$ cat src/rtl/rtc_cal_pkg.sv
package rtc_cal_pkg;

    localparam int unsigned WORD_W     = 32;
    localparam int unsigned WIN_BITS   = 10;
    localparam logic [9:0]  OFF_CTRL   = 10'h000;
    localparam logic [9:0]  OFF_DATE   = 10'h010;
    localparam logic [9:0]  OFF_TIME   = 10'h014;
    localparam logic [9:0]  OFF_GPBASE = 10'h100;
    localparam int unsigned PEND_DATE_BIT = 7;
    localparam int unsigned PEND_TIME_BIT = 8;

    typedef struct packed {
        logic [15:0] year_ofs;
        logic [7:0]  month;
        logic [7:0]  mday;
    } cal_date_t;

    typedef struct packed {
        logic [2:0]  wday;
        logic [12:0] hour;
        logic [7:0]  minute;
        logic [7:0]  second;
    } cal_time_t;

    typedef enum logic [2:0] {
        TGT_NONE,
        TGT_CTRL,
        TGT_DATE,
        TGT_TIME,
        TGT_GP
    } reg_tgt_e;

    function automatic logic is_leap(input logic [31:0] year);
        return (year % 4 == 0) && ((year % 100 != 0) || (year % 400 == 0));
    endfunction

    function automatic logic [7:0] month_days(input logic [7:0] month,
                                              input logic [31:0] year);
        case (month)
            8'd2:                      return is_leap(year) ? 8'd29 : 8'd28;
            8'd4, 8'd6, 8'd9, 8'd11:   return 8'd30;
            default:                   return 8'd31;
        endcase
    endfunction

endpackage

$ cat src/rtl/rtc_cal_decode.sv
module rtc_cal_decode
    import rtc_cal_pkg::*;
#(
    parameter int unsigned ADDR_W  = 12,
    parameter int unsigned NUM_GPR = 8,
    localparam int unsigned IDX_W  = (NUM_GPR > 1) ? $clog2(NUM_GPR) : 1
) (
    input  logic [ADDR_W-1:0] addr,
    output reg_tgt_e          tgt,
    output logic [IDX_W-1:0]  gp_idx
);

    logic             in_window;
    logic [9:0]       off;

    assign off = addr[WIN_BITS-1:0];

    generate
        if (ADDR_W > WIN_BITS) begin : g_upper
            assign in_window = (addr[ADDR_W-1:WIN_BITS] == '0);
        end else begin : g_flat
            assign in_window = 1'b1;
        end
    endgenerate

    always_comb begin
        tgt    = TGT_NONE;
        gp_idx = '0;
        if (in_window) begin
            if (off == OFF_CTRL)      tgt = TGT_CTRL;
            else if (off == OFF_DATE) tgt = TGT_DATE;
            else if (off == OFF_TIME) tgt = TGT_TIME;
            for (int i = 0; i < NUM_GPR; i++) begin
                if (off == OFF_GPBASE + 10'(4 * i)) begin
                    tgt    = TGT_GP;
                    gp_idx = IDX_W'(i);
                end
            end
        end
    end

endmodule

$ cat src/rtl/rtc_cal_clock.sv
module rtc_cal_clock
    import rtc_cal_pkg::*;
#(
    parameter int unsigned BASE_YEAR = 1970
) (
    input  logic              clk,
    input  logic              rst,
    input  logic              tick,
    input  logic              wr_date,
    input  logic              wr_time,
    input  logic [WORD_W-1:0] wdata,
    output cal_date_t         date_q,
    output cal_time_t         time_q
);

    cal_date_t   date_nx;
    cal_time_t   time_nx;
    logic        sec_end, min_end, hr_end, day_carry;
    logic [31:0] real_year;

    assign sec_end   = (time_q.second >= 8'd59);
    assign min_end   = (time_q.minute >= 8'd59);
    assign hr_end    = (time_q.hour   >= 13'd23);
    assign day_carry = tick && !wr_time && sec_end && min_end && hr_end;
    assign real_year = 32'(BASE_YEAR) + 32'(date_q.year_ofs);

    always_comb begin
        time_nx = time_q;
        if (wr_time) begin
            time_nx = cal_time_t'(wdata);
        end else if (tick) begin
            if (!sec_end) begin
                time_nx.second = time_q.second + 8'd1;
            end else begin
                time_nx.second = 8'd0;
                if (!min_end) begin
                    time_nx.minute = time_q.minute + 8'd1;
                end else begin
                    time_nx.minute = 8'd0;
                    if (!hr_end) begin
                        time_nx.hour = time_q.hour + 13'd1;
                    end else begin
                        time_nx.hour = 13'd0;
                        time_nx.wday = (time_q.wday >= 3'd6) ? 3'd0
                                                             : time_q.wday + 3'd1;
                    end
                end
            end
        end
    end

    always_comb begin
        date_nx = date_q;
        if (wr_date) begin
            date_nx = cal_date_t'(wdata);
        end else if (day_carry) begin
            if (date_q.mday < month_days(date_q.month, real_year)) begin
                date_nx.mday = date_q.mday + 8'd1;
            end else begin
                date_nx.mday = 8'd1;
                if (date_q.month >= 8'd12) begin
                    date_nx.month    = 8'd1;
                    date_nx.year_ofs = date_q.year_ofs + 16'd1;
                end else begin
                    date_nx.month = date_q.month + 8'd1;
                end
            end
        end
    end

    always_ff @(posedge clk) begin
        if (rst) begin
            date_q <= '0;
            time_q <= '0;
        end else begin
            date_q <= date_nx;
            time_q <= time_nx;
        end
    end

endmodule

$ cat src/rtl/rtc_cal_gpr.sv
module rtc_cal_gpr
    import rtc_cal_pkg::*;
#(
    parameter int unsigned NUM_GPR = 8,
    localparam int unsigned IDX_W  = (NUM_GPR > 1) ? $clog2(NUM_GPR) : 1
) (
    input  logic              clk,
    input  logic              rst,
    input  logic              wr_en,
    input  logic [IDX_W-1:0]  idx,
    input  logic [WORD_W-1:0] wdata,
    output logic [WORD_W-1:0] rdata
);

    logic [WORD_W-1:0] store [NUM_GPR];

    generate
        for (genvar g = 0; g < NUM_GPR; g++) begin : g_word
            always_ff @(posedge clk) begin
                if (rst) begin
                    store[g] <= '0;
                end else if (wr_en && (idx == IDX_W'(g))) begin
                    store[g] <= wdata;
                end
            end
        end
    endgenerate

    always_comb begin
        rdata = '0;
        for (int i = 0; i < NUM_GPR; i++) begin
            if (idx == IDX_W'(i)) rdata = store[i];
        end
    end

endmodule

$ cat src/rtl/rtc_cal_top.sv
module rtc_cal_top
    import rtc_cal_pkg::*;
#(
    parameter int unsigned ADDR_W    = 12,
    parameter int unsigned NUM_GPR   = 8,
    parameter int unsigned BASE_YEAR = 1970,
    localparam int unsigned IDX_W    = (NUM_GPR > 1) ? $clog2(NUM_GPR) : 1
) (
    input  logic              clk,
    input  logic              rst,
    input  logic              tick_1hz,
    input  logic [ADDR_W-1:0] bus_addr,
    input  logic              bus_wr_en,
    input  logic [31:0]       bus_wdata,
    input  logic              bus_rd_en,
    output logic [31:0]       bus_rdata
);

    reg_tgt_e          tgt;
    logic [IDX_W-1:0]  gp_idx;
    logic              wr_date, wr_time, wr_gp, rd_ctrl;
    logic              pend_date, pend_time;
    cal_date_t         date_q;
    cal_time_t         time_q;
    logic [WORD_W-1:0] gp_rdata, ctrl_word;

    rtc_cal_decode #(.ADDR_W(ADDR_W), .NUM_GPR(NUM_GPR)) i_decode (
        .addr   (bus_addr),
        .tgt    (tgt),
        .gp_idx (gp_idx)
    );

    assign wr_date = bus_wr_en && (tgt == TGT_DATE);
    assign wr_time = bus_wr_en && (tgt == TGT_TIME);
    assign wr_gp   = bus_wr_en && (tgt == TGT_GP);
    assign rd_ctrl = bus_rd_en && (tgt == TGT_CTRL);

    rtc_cal_clock #(.BASE_YEAR(BASE_YEAR)) i_clock (
        .clk     (clk),
        .rst     (rst),
        .tick    (tick_1hz),
        .wr_date (wr_date),
        .wr_time (wr_time),
        .wdata   (bus_wdata),
        .date_q  (date_q),
        .time_q  (time_q)
    );

    rtc_cal_gpr #(.NUM_GPR(NUM_GPR)) i_gpr (
        .clk   (clk),
        .rst   (rst),
        .wr_en (wr_gp),
        .idx   (gp_idx),
        .wdata (bus_wdata),
        .rdata (gp_rdata)
    );

    // Sticky pending flags: a set in the same edge as a clear wins.
    always_ff @(posedge clk) begin
        if (rst) begin
            pend_date <= 1'b0;
            pend_time <= 1'b0;
        end else begin
            pend_date <= wr_date || (pend_date && !rd_ctrl);
            pend_time <= wr_time || (pend_time && !rd_ctrl);
        end
    end

    always_comb begin
        ctrl_word = '0;
        ctrl_word[PEND_DATE_BIT] = pend_date;
        ctrl_word[PEND_TIME_BIT] = pend_time;
    end

    always_comb begin
        bus_rdata = '0;
        if (bus_rd_en) begin
            case (tgt)
                TGT_CTRL: bus_rdata = ctrl_word;
                TGT_DATE: bus_rdata = date_q;
                TGT_TIME: bus_rdata = time_q;
                TGT_GP:   bus_rdata = gp_rdata;
                default:  bus_rdata = '0;
            endcase
        end
    end

endmodule

$ cat config.mk
export PLATFORM = sky130hd
export DESIGN_NAME = rtc_cal_top
export DESIGN_NICKNAME = d
export VERILOG_FILES = /design/src/rtl/rtc_cal_pkg.sv /design/src/rtl/rtc_cal_decode.sv /design/src/rtl/rtc_cal_clock.sv /design/src/rtl/rtc_cal_gpr.sv /design/src/rtl/rtc_cal_top.sv
export SDC_FILE = /design/constraint.sdc
export NUM_CORES = 1
export LEC_CHECK = 0
export BUFFER_PORTS_ARGS = -buffer_cell sky130_fd_sc_hd__buf_4
export CAP_MARGIN = 15
export CELL_PAD_IN_SITES_DETAIL_PLACEMENT = 0
export CELL_PAD_IN_SITES_GLOBAL_PLACEMENT = 1
export CORE_AREA = 4 4 296 327
export CTS_BUF_LIST = sky130_fd_sc_hd__clkbuf_16
export DETAILED_ROUTE_END_ITERATION = 16
export DIE_AREA = 0 0 300 331
export PLACE_DENSITY = 0.56
export SLEW_MARGIN = 10
export SYNTH_ARGS = -nofsm -noshare
export SYNTH_HDL_FRONTEND = slang
export SYNTH_HIERARCHICAL = 1
export SYNTH_SLANG_ARGS = --single-unit
$ cat constraint.sdc
create_clock -name clk -period 12.9 [get_ports clk]
set_input_delay 0.645 -clock clk [delete_from_list [all_inputs] [get_ports clk]]
set_output_delay 0.645 -clock clk [all_outputs]
set_load 0.02 [all_outputs]
==> results of run 1 <==
-- layout make-up --
cell class	instances	area share (%)
antenna	1	0.00989
clock buffer	31	3.06
clock inverter	27	1.07
inverter	27	0.400
multi-input combinational	1786	49.6
sequential	322	35.6
tap	1260	6.23
timing repair buffer	133	4.04
-- worst max-delay path: cells and delay by family, from the launching register on --
kind                     cells  cell delay, ns
AO/OA/AOI/OAI               23            6.39
AND/OR/NAND/NOR             10            3.30
multiplexers                 2            0.82
flip-flops                   1            0.62
buffers and inverters        2            0.53
adder cells (fa/ha/maj)      1            0.42
-- registers in the layout (all words and copies together) (netlist names) --
register / flops
i_clock/date_q: 32
i_clock/time_q: 32
i_gpr/store: 256
pend_date: 1
pend_time: 1
-- repair_timing --
item / 4_1_cts / 5_1_grt
hold buffers: 0 / 0
gates resized for setup: 0 / 11
buffers inserted: 0 / 0
setup endpoints to repair: 0 / 30
-- cell usage after synthesis, drive strengths merged (46+ instances only) --
| cell type | instances |
|---|---|
| and2 | 268 |
| edfxtp | 256 |
| nor2 | 194 |
| a21oi | 189 |
| nand2 | 150 |
| o21ai | 110 |
| clkbuf | 87 |
| buf | 76 |
| dfxtp | 66 |
| nor3 | 53 |
| mux2i | 51 |
| xnor2 | 49 |
| nand3 | 46 |
-- power groups by stage --
stage | Sequential, uW | Clock (uW) | Combinational [uW]
floorplan | 1190 | 0 | 42.8
global placement | 1200 | 0 | 98.9
detailed placement | 1200 | 0 | 99.8
CTS | 1170 | 978 | 100
global route | 1180 | 1020 | 106
finish | 1170 | 955 | 99.1
-- worst max path at each step --
stage / endpoint
4_1_cts: i_clock/date_q[31]
3_3_place_gp: i_clock/date_q[5]
6_report: i_clock/date_q[31]
5_1_grt: i_clock/date_q[31]
2_1_floorplan: i_clock/date_q[5]
3_5_place_dp: i_clock/date_q[31]
-- logic make-up (layout without fill, tap and decap cells) --
group / Yosys count / count (layout)
AND/OR/NAND/NOR: 934 / 934
adder cells (fa/ha/maj): 17 / 17
flip-flops: 322 / 322
buffers and inverters: 190 / 218
XOR/XNOR: 68 / 68
other: 0 / 1
AO/OA/AOI/OAI: 676 / 676
multiplexers: 91 / 91
-- through the flow --
| step | cell area [um2] | setup WS [ns] | util [%] | hold WS [ns] |
|---|---|---|---|---|
| floorplan | 22300 | 2.96 | - | 0.433 |
| global placement | 24200 | 0.637 | 25.9 | 0.441 |
| detailed placement | 24200 | 0.510 | 25.9 | 0.451 |
| CTS | 25300 | 0.412 | 27.0 | 0.377 |
| global route | 25300 | 0.0396 | 27.0 | 0.392 |
| finish | 25300 | 0.692 | 27.0 | 0.397 |
-- layer usage --
metal	global-route usage, %	share of wire, %	up-vias	wire length [um]
met1	19.5	43	9370	33500
met5	0	0	-	0
met4	3.46	2.1	0	1650
li1	-	-	8681	-
met2	27.4	50	518	38900
met3	1.01	4.5	86	3490
==> impl_metrics.py, run 1 <==
metrics = {
    "outcome": {
        "status": "finished clean",
    },
    "sta": {
        "min_period_over_period_pct": 94.6,
        "skew_ns": 0.0128,
        "period_needed_ns": 12.21,
        "slew_headroom_pct": 21.6,
        "max_freq_mhz": 81.9,
        "fin_setup_tns_ns": 0,
        "tightestPinTransition_ns": 1.18,
        "hold_viol_final": 0,
        "rsz0062_at_grt": "false",
        "maxSlewViolCount": 0,
        "setup_viol": 0,
    },
    "critical_path": {
        "critPathMaxFanout": 20,
        "worstSetupStartpoint": "i_clock/date_q[18]",
        "reg2reg_slack_ns": 0.69,
        "reg2reg_from": "i_clock/date_q[18]",
        "critPathKind": "flop to flop",
        "reg2regPathDepth": 38,
        "crit_slowest_cell": "dfxtp_1",
        "critical_path_arrival_ns": 12.68,
        "endpoint_kind": "flop",
        "crit_path_start_kind": "flop",
        "cp.required_ns": 13.38,
        "r2r_end": "i_clock/date_q[31]",
        "slowest_delay_ns": 0.62,
    },
    "clock_network": {
        "cts_root_buf": "clkbuf_16",
        "clkSinkCount": 322,
        "cts_tree": "yes",
        "worstSkewPairLatency_ns": 0.58,
        "cts_buffers": 31,
        "path_clk_slew_ns": 0.07,
        "clk_path_buf_depth": 3,
        "cts.htree.levels": 1,
    },
    "power_and_ir_drop": {
        "power.share.switching_pct": 22.4,
        "p_switching_uw": 499,
        "pwr-share-seq_pct": 52.7,
        "p_int_uw": 1730,
        "peakVddDrop_uv": 105,
        "power.leakage_uw": 0.00815,
        "combPwrFrac_pct": 4.4,
        "clkPwrFrac_pct": 42.9,
        "p_per_area_nw_per_um2": 88.0,
        "p_total_uw": 2230,
    },
    "floorplan": {
        "dieArea_um2": 99300,
        "core.rowCount": 118,
        "initial_core_util_pct": 23.8,
        "die_h_um": 331,
        "io-pin-count": 81,
        "coreArea_um2": 93600,
        "die_w_um": 300,
    },
    "logic_synthesis": {
        "syn_area_um2": 22300,
        "post_synth_mux_area_share_pct": 5.91,
        "ys_types": 123,
        "yosysTopAreaCell": "edfxtp_1",
        "synthArstFlopShare_pct": 0,
        "ys.flop_type": "edfxtp_1",
        "yosysWarningCount": 6,
        "synth_top_family_by_area": "simple AND/OR/NAND/NOR gates",
        "synth_compound_area_share_pct": 22.7,
        "synth_xor_area_share_pct": 2.84,
        "yosys.area.top_type_share_pct": 34.5,
        "syn_inst": 2298,
        "syn-mean-instance-area_um2": 9.70,
        "yosys-top-cells-area": "edfxtp_1 35%, and2_1 7.5%, dfxtp_1 5.9%, a21oi_1 4.2%, nor2_1 3.3%",
        "synth-edff-count": 256,
        "synth_simple_gate_area_share_pct": 23.1,
        "syn-num-nets": 2364,
        "yosysSeqAreaShare_pct": 40.4,
        "synth_adder_area_share_pct": 0.955,
        "ys_ff_latch": 322,
    },
    "cells_and_area": {
        "layout_common_cells": "265 x and2_1, 256 x edfxtp_1, 185 x nor2_1",
        "multiInputGateArea_um2": 12600,
        "regArea_um2": 9010,
        "layout-drive-gt1-share_pct": 16.6,
        "area_growth_pct": 13.6,
        "fillers": 9917,
        "final_common_cell": "and2_1",
        "nNetsFinal": 2367,
        "stdcell_count": 3587,
    },
    "global_routing": {
        "grt_pass1_vias": 18300,
        "grt_overflow_total": 0,
        "grt_pass1_wl_um": 117000,
        "antenna_found_initial": 1,
        "grt_usage_pct": 15.0,
        "grt_max_degree": 138,
    },
    "place": {
        "dp_hpwl_um": 52700,
        "dp.cells": 3528,
        "gp_congestion": 0.849,
        "port-buffer-count": 80,
    },
    "run": {
        "maxCapViolations": 0,
    },
    "drt": {
        "routed_via_density": 5.20,
        "drcViolationCount": 0,
        "detail_route.iter0.violations": 1226,
        "dr_total_vias": 18700,
        "wl_um": 77400,
        "first_pass_iters": 5,
        "antenna_left": 0,
        "wl_per_cell_um": 21.6,
    },
    "worst_hold_path": {
        "worstHoldStart": "bus_wdata[16]",
        "hold_depth": 3,
        "hold_class": "input port to flop",
        "hold_end": "i_clock/time_q[16]",
    },
}
(Power assumes the default switching activity.)
==> run 2: changes to the inputs <==
CORE_AREA = 4 4 198 239   (was 4 4 296 327)
DIE_AREA = 0 0 202 243   (was 0 0 300 331)
PLACE_DENSITY = 0.92   (was 0.56)
RECOVER_POWER = 25   (was default)
==> run 2 against run 1 <==
  * The run now ends with max-capacitance violations, max-slew violations left
  * Utilization up 27 points
  * Power is 0.11% higher
  * Sequential share of layout area is 1.5 points higher
  * Critical path depth shrank 2
  * First-iteration DRC count is 54% higher
  * Global-route usage up 11 points
  * Critical endpoint is now i_clock/date_q[5]
  * Highest routed layer unchanged
==> impl_metrics.py, run 2 (synthesis results as in run 1) <==
metrics = {
    "outcome": {
        "status": "finished with violations",
        "violations": "max-capacitance violations, max-slew violations",
    },
    "critical_path": {
        "critPathMaxFanout": 20,
        "crit_slowest_cell": "dfxtp_1",
        "critPathKind": "flop to flop",
        "cp.required_ns": 13.38,
        "slowest_delay_ns": 0.56,
        "critical_path_arrival_ns": 12.62,
        "reg2regPathDepth": 36,
        "endpoint_kind": "flop",
        "crit_path_start_kind": "flop",
    },
    "run": {
        "maxCapViolations": 9,
    },
    "place": {
        "dpl_cell_area_um2": 23200,
        "place_ws_ns": 0.448,
        "gp_congestion": 0.929,
        "dp.cells": 2860,
        "port-buffer-count": 80,
        "dp_hpwl_um": 45700,
    },
    "clock_network": {
        "cts_buffers": 29,
        "clkSinkCount": 322,
        "cts_tree": "yes",
        "worstSkewPairLatency_ns": 0.56,
        "cts_hold_buf": 0,
        "path_clk_slew_ns": 0.07,
        "cts_setup_buffers": 0,
        "cts.htree.levels": 1,
        "clk_path_buf_depth": 3,
        "cts_root_buf": "clkbuf_16",
    },
    "drt": {
        "drcViolationCount": 0,
        "wl_per_cell_um": 23.4,
        "antenna_left": 0,
        "dr_total_vias": 19100,
        "routed_via_density": 6.55,
        "wl_um": 68100,
        "first_pass_iters": 5,
        "detail_route.iter0.violations": 1893,
    },
    "power_and_ir_drop": {
        "power.leakage_uw": 0.00799,
        "p_per_area_nw_per_um2": 91.9,
        "peakVddDrop_uv": 67.8,
    },
    "floorplan": {
        "dieArea_um2": 49100,
        "coreArea_um2": 44800,
        "core.rowCount": 85,
        "io-pin-count": 81,
        "die_h_um": 243,
        "die_w_um": 202,
        "initial_core_util_pct": 49.8,
    },
    "sta": {
        "max_freq_mhz": 82.4,
        "maxSlewViolCount": 272,
        "min_period_over_period_pct": 94.1,
        "tightestPinTransition_ns": 2.88,
        "setup_viol": 0,
        "hold_viol_final": 0,
        "setup_slack_ns": 0.761,
        "slew_headroom_pct": -92.2,
        "rsz0062_at_grt": "false",
        "period_needed_ns": 12.14,
        "fin_setup_tns_ns": 0,
        "hold_slack_ns": 0.401,
        "skew_ns": 0.0143,
    },
    "cells_and_area": {
        "n_antenna_cell": 0,
        "fillers": 3885,
        "nNetsFinal": 2348,
        "final_common_cell": "edfxtp_1",
        "stdcell_count": 2913,
        "largest_reg_flops": 256,
        "reg_top3": "i_gpr/store: 256 flops, i_clock/date_q: 32 flops, i_clock/time_q: 32 flops",
        "layout_common_cells": "256 x edfxtp_1, 235 x and2_1, 186 x nor2_1",
        "top_register": "i_gpr/store",
        "layout-drive-gt1-share_pct": 15.5,
        "area_growth_pct": 8.92,
        "stdcell_area_um2": 24300,
    },
    "global_routing": {
        "grt_pass1_vias": 18600,
        "grt_pass1_wl_um": 105000,
        "grt_max_degree": 76,
        "grt_usage_pct": 26.3,
        "antenna_found_initial": 0,
        "grt_overflow_total": 0,
    },
    "worst_hold_path": {
        "hold_class": "input port to flop",
        "hold_depth": 3,
    },
}
[run 2: changes by cell type in the layout (fill, tap and decap cells not counted), moves of 4 or more]
| cell | before | now |
|---|---|---|
| nor2_4 | 1 | 7 |
| and2_1 | 265 | 235 |
| nor2_2 | 8 | 1 |
| buf_4 | 131 | 112 |
| and2_0 | 1 | 30 |
| inv_1 | 31 | 27 |
| o21bai_1 | 2 | 6 |
[run 2: power by group]
part | internal (uW) | leakage, uW | switching (uW)
registers | 1160 | 0.00296 | 16.5
logic | 30.0 | 0.00451 | 62.6
clock network | 572 | 0.000514 | 390
[run 2: area by class of cell]
class | count | area, um2 | area share [%]
multi-input cells | 1786 | 12500 | 51.4
flip-flops and latches | 322 | 9010 | 37.1
repair buffers | 116 | 860 | 3.54
well taps | 609 | 762 | 3.14
clock buffers | 29 | 726 | 2.99
clock inverters | 24 | 335 | 1.38
inverters | 27 | 101 | 0.418
[run 2: layer usage]
metal / share of wire, % / vias to the layer above / GRT usage [%]
li1: - / 8649 / -
met1: 37 / 9317 / 31.6
met2: 51 / 915 / 47.4
met3: 7.3 / 207 / 3.00
met4: 4.6 / 0 / 11.7
met5: 0 / - / 0
[run 2: critical path, delay by kind of cell, from the launching register on]
kind            cells  cell delay [ns]
compound gates     20             6.09
simple gates       12             3.83
mux                 2             0.84
flops               1             0.56
fa+ha+maj           1             0.38
buf+inv             1             0.33
[run 2: final timing paths]
kind	start	endpoint	slack, ns
min	bus_wdata[22]	i_clock/time_q[22]	0.40
min reg2reg	pend_time	pend_time	0.46
max reg2reg	i_clock/date_q[18]	i_clock/date_q[5]	0.76
max	i_clock/date_q[18]	i_clock/date_q[5]	0.76
[run 2: repair_timing]
item                       CTS  global route
setup endpoints to repair    0            30
gates resized for setup      0            13
hold endpoints to repair     0             0
[run 2: metrics by stage]
step,util [%],total power (uW)
2_1_floorplan,-,1230
3_3_place_gp,51.9,1280
3_5_place_dp,51.9,1290
4_1_cts,54.3,2240
5_1_grt,54.2,2290
6_report,54.2,2230
